===== config.mk =====
export PLATFORM = sky130hd
export DESIGN_NAME = press_seq_ctrl
export DESIGN_NICKNAME = d
export VERILOG_FILES = /design/src/rtl/press_pkg.sv /design/src/rtl/press_next_state.sv /design/src/rtl/press_out_decode.sv /design/src/rtl/press_seq_ctrl.sv
export SDC_FILE = /design/constraint.sdc
export NUM_CORES = 1
export LEC_CHECK = 0
export BUFFER_PORTS_ARGS = -buffer_cell sky130_fd_sc_hd__buf_2
export CORE_AREA = 4 4 41 43
export CTS_CLUSTER_DIAMETER = 150
export DETAILED_ROUTE_END_ITERATION = 10
export DIE_AREA = 0 0 45 47
export GPL_TIMING_DRIVEN = 0
export PLACE_DENSITY_LB_ADDON = 0.15
export SLEW_MARGIN = 15
export SYNTH_ARGS = -nofsm -noshare
export SYNTH_HDL_FRONTEND = slang
export SYNTH_HIERARCHICAL = 1
export SYNTH_SLANG_ARGS = --single-unit

===== constraint.sdc =====
create_clock -name clk -period 1.33 [get_ports clk]
set_clock_uncertainty 0.15 [all_clocks]
set_input_delay 0.1995 -clock clk [delete_from_list [all_inputs] [get_ports clk]]
set_output_delay 0.1995 -clock clk [all_outputs]
set_load 0.005 [all_outputs]

===== src/rtl/press_pkg.sv =====
package press_pkg;

   localparam int PRESS_STATES = 6;
   localparam int PRESS_SW     = $clog2(PRESS_STATES);

   typedef enum logic [PRESS_SW-1:0] {
      PS_IDLE  = 3'd0,
      PS_ARMED = 3'd1,
      PS_DOWN  = 3'd2,
      PS_RISE  = 3'd3,
      PS_HALT  = 3'd4,
      PS_WAIT  = 3'd5
   } press_state_t;

   typedef struct packed {
      logic lamp;
      logic hold;
      logic up;
      logic dn;
   } press_out_t;

   localparam int PRESS_OW = $bits(press_out_t);

endpackage


===== src/rtl/press_next_state.sv =====
module press_next_state
   import press_pkg::*;
(
   input  press_state_t cur,
   input  logic         auto_btn,
   input  logic         stop_btn,
   input  logic         reset_btn,
   input  logic         part_sense,
   input  logic         bottom_ls,
   input  logic         top_ls,
   output press_state_t nxt
);

   always_comb begin
      nxt = cur;
      unique case (cur)
         PS_IDLE:  if (auto_btn)    nxt = PS_ARMED;
         PS_ARMED: if (part_sense)  nxt = PS_DOWN;
         PS_DOWN: begin
            if (stop_btn)           nxt = PS_HALT;
            else if (bottom_ls)     nxt = PS_RISE;
         end
         PS_RISE:  if (top_ls)      nxt = PS_WAIT;
         PS_WAIT:  if (!part_sense) nxt = PS_ARMED;
         PS_HALT:  if (reset_btn)   nxt = PS_IDLE;
         default:                   nxt = PS_IDLE;
      endcase
   end

endmodule


===== src/rtl/press_out_decode.sv =====
module press_out_decode
   import press_pkg::*;
(
   input  press_state_t cur,
   output press_out_t   outs
);

   always_comb begin
      outs = '0;
      case (cur)
         PS_ARMED: outs.lamp = 1'b1;
         PS_DOWN: begin
            outs.lamp = 1'b1;
            outs.hold = 1'b1;
            outs.dn   = 1'b1;
         end
         PS_RISE: begin
            outs.lamp = 1'b1;
            outs.hold = 1'b1;
            outs.up   = 1'b1;
         end
         PS_WAIT:  outs.lamp = 1'b1;
         default:  outs = '0;
      endcase
   end

endmodule


===== src/rtl/press_seq_ctrl.sv =====
module press_seq_ctrl
   import press_pkg::*;
#(
   parameter int OUT_REG = 0
)(
   input  logic clk,
   input  logic rst,
   input  logic auto_btn,
   input  logic stop_btn,
   input  logic reset_btn,
   input  logic part_sense,
   input  logic bottom_ls,
   input  logic top_ls,
   output logic auto_lamp,
   output logic part_hold,
   output logic sol_up,
   output logic sol_down
);

   localparam bit REG_OUTS = (OUT_REG != 0);

   generate
      if (OUT_REG < 0 || OUT_REG > 1) begin : g_bad_param
         $error("press_seq_ctrl: OUT_REG must be 0 or 1");
      end
   endgenerate

   press_state_t cur_q, nxt;
   press_out_t   dec, outs;

   press_next_state u_next (
      .cur        (cur_q),
      .auto_btn   (auto_btn),
      .stop_btn   (stop_btn),
      .reset_btn  (reset_btn),
      .part_sense (part_sense),
      .bottom_ls  (bottom_ls),
      .top_ls     (top_ls),
      .nxt        (nxt)
   );

   always_ff @(posedge clk) begin
      if (rst) cur_q <= PS_IDLE;
      else     cur_q <= nxt;
   end

   press_out_decode u_dec (
      .cur  (cur_q),
      .outs (dec)
   );

   generate
      if (REG_OUTS) begin : g_reg_out
         press_out_t outs_q;
         always_ff @(posedge clk) begin
            if (rst) outs_q <= '0;
            else     outs_q <= dec;
         end
         assign outs = outs_q;
      end else begin : g_comb_out
         assign outs = dec;
      end
   endgenerate

   assign auto_lamp = outs.lamp;
   assign part_hold = outs.hold;
   assign sol_up    = outs.up;
   assign sol_down  = outs.dn;


   reset_idle_chk: assert property (@(posedge clk) rst |=> cur_q == PS_IDLE);


   no_dual_sol_chk: assert property (@(posedge clk) disable iff (rst)
      !(sol_up && sol_down));


   stop_halts_chk: assert property (@(posedge clk) disable iff (rst)
      (cur_q == PS_DOWN && stop_btn) |=> cur_q == PS_HALT);


   halt_holds_chk: assert property (@(posedge clk) disable iff (rst)
      (cur_q == PS_HALT && !reset_btn) |=> cur_q == PS_HALT);


   wait_holds_chk: assert property (@(posedge clk) disable iff (rst)
      (cur_q == PS_WAIT && part_sense) |=> cur_q == PS_WAIT);

endmodule


=== Word-level counts from Yosys, hierarchy flattened ===
Cells that the tools add are included.

* Equal/unequal tests: 11
* Multiplexer cells: 12
* Reduce and logical (&&, ||, !) cells: 4

{| class="wikitable"
|+ Operators with widths
! cell !! number
|-
| $mux W3 || 7
|-
| $pmux W3 S6 || 1
|-
| $ne A2 B2 Y1 const B || 5
|-
| $eq A3 B2 Y1 const B || 2
|-
| $eq A3 B3 Y1 const B || 2
|-
| $reduce_and A6 Y1 || 1
|-
| $mux W1 || 4
|-
| $reduce_or A4 Y1 || 1
|-
| $eq A3 B1 Y1 const B || 1
|-
| $logic_not A3 Y1 || 1
|-
| $ne A3 B3 Y1 const B || 1
|-
| $reduce_or A2 Y1 || 1
|}

* Input bits: 8
* Output and inout port bits: 4
* Word-level logic and storage cells: 28
* Register bits: 3

=== Logic depth before layout (Yosys ltp) ===
* Depth in word-level cells: 3
* Mapped depth: 4
* Depth with buffers taken out: 4

=== Hierarchy ===
The synthesis kept the hierarchy.

{| class="wikitable"
|+ Modules (own cells, without submodules)
! module !! times used !! cells each !! seq. area each (um^2) !! area each (um^2)
|-
| press_next_state || 1 || 15 || 0.0 || 102.6
|-
| press_seq_ctrl || 1 || 6 || 60.1 || 78.8
|-
| press_out_decode || 1 || 6 || 0.0 || 33.8
|}

=== Worst setup path before layout ===
Ideal clock, no wire load.

* Kind: reg2reg
* From: register cur_q[1]
* To: register cur_q[0]
* Slack: 0.159 ns
* Arrival: 0.908 ns
* Buffers on the path: 0
* Library setup time: 0.114 ns
* Required time: 1.066 ns
* Cell stages (with the launch flop): 5
* Period minus slack after synthesis: 1.171 ns
* Cell sequence: dfxtp_1 -> nand2b_1 -> a21oi_1 -> nor3b_2 -> nor2b_1

* Elaborated cells between the ends (all ways): 14
* Classes of those cells: eq/ne (11); mux (1); reduce/logical (2)

{| class="wikitable"
|+ RTL lines
! item !! RTL line !! source
|-
| start, declared || press_seq_ctrl.sv:28 || <nowiki>press_state_t cur_q, nxt;</nowiki>
|-
| start signal, assigned || press_seq_ctrl.sv:44 || <nowiki>else cur_q <= nxt;</nowiki>
|-
| $eq A3 B3 Y1, or another cell as far along || press_next_state.sv:16 || <nowiki>unique case (cur)</nowiki>
|-
| $pmux W3 S6 * || press_next_state.sv:16 ||
|-
| via nxt[0] || press_seq_ctrl.sv:28 ||
|}

The timed path passes the listed nets; every way through them passes the cells marked *.
A chain may end at the register's enable or synchronous reset.

=== Worst setup path after layout ===
* From: register cur_q[2]
* To: output sol_down

* Longest elaborated chain between the ends: 2

{| class="wikitable"
|+ Ends and longest elaborated chain
! item !! RTL line !! source
|-
| $eq A3 B2 Y1 || press_out_decode.sv:10 || <nowiki>case (cur)</nowiki>
|-
| $mux W1 || press_out_decode.sv:10 ||
|-
| end, declared || press_seq_ctrl.sv:17 || <nowiki>output logic sol_down</nowiki>
|}

Every way passes these cells.

==> summary.md <==
| Metric | Value |
|---|---|
| Run status | `finished, final reports clean` |
| Fmax achieved | `just under 800 MHz` |
| Number of clock sinks seen by CTS | `3` |
| Share of post-route cells with drive strength above 1 | `0.512` |
| Post-detailed-route DRC marker count | `0` |
| First-pass GRT wire length | `821 µm` |
| Number of inserted diodes | `0` |
| Pin count of the biggest net entering global routing | `10` |
| Boundary Pins | `12` |
| Switching share of power | `0.264` |
| Clock buffer depth | `2` |
| Detailed Route WL | `514 µm` |
| Hold Path Depth | `4` |
| Final Total Pwr | `0.344 mW` |
| Number of optimization iterations in the first detailed-route pass | `2` |
| Overall global routing resource usage | `0.0568` |
| Synthesized flop and latch total | `3` |
| Capturing point of the worst reg2reg path | `cur_q[2]` |
| Area post-placement | `289 µm²` |
| Clock latency on the worst-skew pair | `around 230 ps` |
| Count of port buffers added during placement | `11` |
| Internal Dissipation | `0.253 mW` |
| Commonest non-fill, non-tap cell in the layout | `sky130_fd_sc_hd__buf_2` |
| Placement-stage worst setup slack | `83.1 ps` |
| Mapped Nets | `35` |
| CTS buffer count | `3` |
| Total number of yosys warnings | `6` |
| Register with the most flip-flops | `cur_q` |
| Flip-flop count of the largest register after layout | `3` |
| Arrival @ worst endpoint | `about 930 ps` |
| Sequential Power Share | `0.323` |
| Area growth from synthesis to layout | `59.3%` |
| Slew of the pin with the lowest slew margin | `203 ps` |
| RD Place Congestion | `around 0.63` |
| Number of distinct library cell variants in the gate-level netlist after synthesis | `17` |
| Final Hold Violating Endpoints | `0` |
| Sum of overflow across all layers after global routing | `0` |
| Final period util | `0.960` |
| H-Tree Level Count | `1` |
| Die area | `2120 µm²` |
| Clock group share of total power | `0.459` |
| Wire length per cell | `8.86 µm` |
| Die boundary width | `45 µm` |
| Max rail drop VDD | `0.000367 V` |
| R2R cell count | `4` |
| Post-route non-filler standard cell count | `58` |
| Endpoints failing setup | `0` |
| Gate power share | `0.218` |
| Post-layout min period | `1280 ps` |
| Initial core utilization | `0.165` |
| Vias/cell | `a little under 4` |
| Vert. Die Dim | `between 40 and 50 µm` |
| First element of the critical path | `cur_q[2]` |
| Number of routed nets with antenna violations | `0` |
| Buffer count from post-CTS setup fixing | `0` |
| Cell count after placement | `between 50 and 60` |
| Max-slew violation total from the final report | `0` |
| Cell type with the highest aggregate area in the netlist | `sky130_fd_sc_hd__dfxtp_1` |
| Power dissipated by switching net loads | `0.0907 mW` |
| Max_slew headroom | `0.861` |
| TritonCTS clock tree | `yes` |
| Commonest cells after routing, fill and taps aside | `sky130_fd_sc_hd__buf_2 (11), sky130_fd_sc_hd__nor2b_1 (4), sky130_fd_sc_hd__clkbuf_4 (3), sky130_fd_sc_hd__dfxtp_4 (3), sky130_fd_sc_hd__inv_1 (3)` |
| # nets final | `52` |
| Setup_tns | `0 ps` |
| Antenna violations before repair | `0` |
| Filler Cells Inserted | `153` |
| Detailed Place HPWL | `~410 µm` |
| Avg Inst Size Synth | `7.97 µm²` |
| Leakage power total | `about 0.16 nW` |
| CORE AREA | `1300 µm²` |
| Top flop regs | `cur_q (3)` |
| Top post-synthesis cells by area | `sky130_fd_sc_hd__dfxtp_1 (28%), sky130_fd_sc_hd__nor2b_1 (12%), sky130_fd_sc_hd__nand2b_4 (6.4%)` |
| Initial detailed-routing violation count | `1` |
| Post-Syn Instances | `27` |
| Final standard cell area without fillers | `around 340 µm²` |
| Setup slack of the critical path after layout | `53.8 ps` |
| Via count of the routed design | `224` |
| Worst r2r src | `cur_q[0]` |
| Fraction of the yosys area taken by sequential cells | `0.279` |
| Area of the mapped netlist | `215 µm²` |
| Hold path endpoint | `cur_q[2]` |
| Max-Cap Viols | `0` |
| Power per standard cell area | `1000 nW/µm²` |
| Worst R2R Setup Slack | `130 ps` |
| Critical hold path startpoint | `top_ls` |
| Worst-path maximum fanout | `5` |
| WP data required | `roughly 980 ps` |
| Critical path start-end classification | `register to output port` |
| Clock slew at reported path FFs | `30 ps` |
| Startpoint types | `register` |
| Number of rows created at floorplan | `13` |
| Yosys top cell area share | `0.279` |
| Vias in the first global route | `218` |
| Endpoint class of the critical path | `output port` |
| CTS root buffer | `sky130_fd_sc_hd__clkbuf_4` |
| Class of the most critical hold timing path | `input pin to register` |
critical path, stage by stage (launching register included):
cell and delay, ps:
sky130_fd_sc_hd__dfxtp_4 350, sky130_fd_sc_hd__nand2b_4 160, sky130_fd_sc_hd__nor2_1 80, sky130_fd_sc_hd__buf_2 110
cell type report:
cell class / count / area [µm²] / area share
sequential: 3 / 71.3 / 0.208
clock buffer: 4 / 26.3 / 0.0766
timing repair buffer: 12 / 65.1 / 0.190
inverter: 3 / 11.3 / 0.0328
tap: 15 / 18.8 / 0.0547
multi-input combinational: 21 / 150 / 0.438
power by group through the flow:
stage | combinational, mW | clock, mW | sequential [mW]
after detailed placement | 0.0689 | 0 | 0.113
final | 0.0751 | 0.158 | 0.111
after global placement | 0.0680 | 0 | 0.113
after CTS | 0.0717 | 0.168 | 0.114
after global routing | 0.0853 | 0.168 | 0.113
after floorplan | 0.0442 | 0 | 0.110
logic make-up after synthesis:
| kind of cell | share of synthesized area |
|---|---|
| buf+inv | 0.0523 |
| flops | 0.279 |
| mux | 0.0465 |
| simple gates | 0.471 |
| compound gates | 0.151 |
cells in the mapped netlist:
| cell | number |
|---|---|
| sky130_fd_sc_hd__a21oi_1 | 2 |
| sky130_fd_sc_hd__a31o_1 | 1 |
| sky130_fd_sc_hd__dfxtp_1 | 3 |
| sky130_fd_sc_hd__inv_1 | 3 |
| sky130_fd_sc_hd__mux2i_1 | 1 |
| sky130_fd_sc_hd__nand2_1 | 2 |
| sky130_fd_sc_hd__nand2b_1 | 1 |
| sky130_fd_sc_hd__nand2b_4 | 1 |
| sky130_fd_sc_hd__nor2_1 | 2 |
| sky130_fd_sc_hd__nor2b_1 | 4 |
| sky130_fd_sc_hd__nor3_1 | 1 |
| sky130_fd_sc_hd__nor3_2 | 1 |
| sky130_fd_sc_hd__nor3b_1 | 1 |
| sky130_fd_sc_hd__nor3b_2 | 1 |
| sky130_fd_sc_hd__o21ai_0 | 1 |
| sky130_fd_sc_hd__o2bb2ai_1 | 1 |
| sky130_fd_sc_hd__or2_1 | 1 |
layer usage:
layer	part of all wire	vias to the layer above	GRT usage
li1	-	122	-
met1	0.44	91	0.0658
met2	0.45	9	0.0763
met3	0.089	2	0.0153
met4	0.027	0	0.0702
met5	0	-	0
per-stage QoR:
stage,hold WS (ps),utilization
floorplan,121,-
global placement,243,0.222
detailed placement,245,0.222
CTS,267,0.255
global route,317,0.263
finish,266,0.263
how the worst max path moves through the flow:
stage                     cells past startpoint         to  slack (ps)
final                                         3   sol_down          50
after global routing                          3   sol_down       -0.03
after CTS                                     3  auto_lamp           2
after detailed placement                      3   cur_q[1]          80
after global placement                        4   cur_q[0]          80
after floorplan                               4   cur_q[0]         160
what timing repair did:
action	CTS	global route
endpoints found under the hold margin	3	0
pin swaps	0	0
gates cloned	0	0
setup endpoints to repair	4	2
gates resized for setup	4	5
hold buffers	1	0
Note: power is estimated with default switching activity, not from simulation.
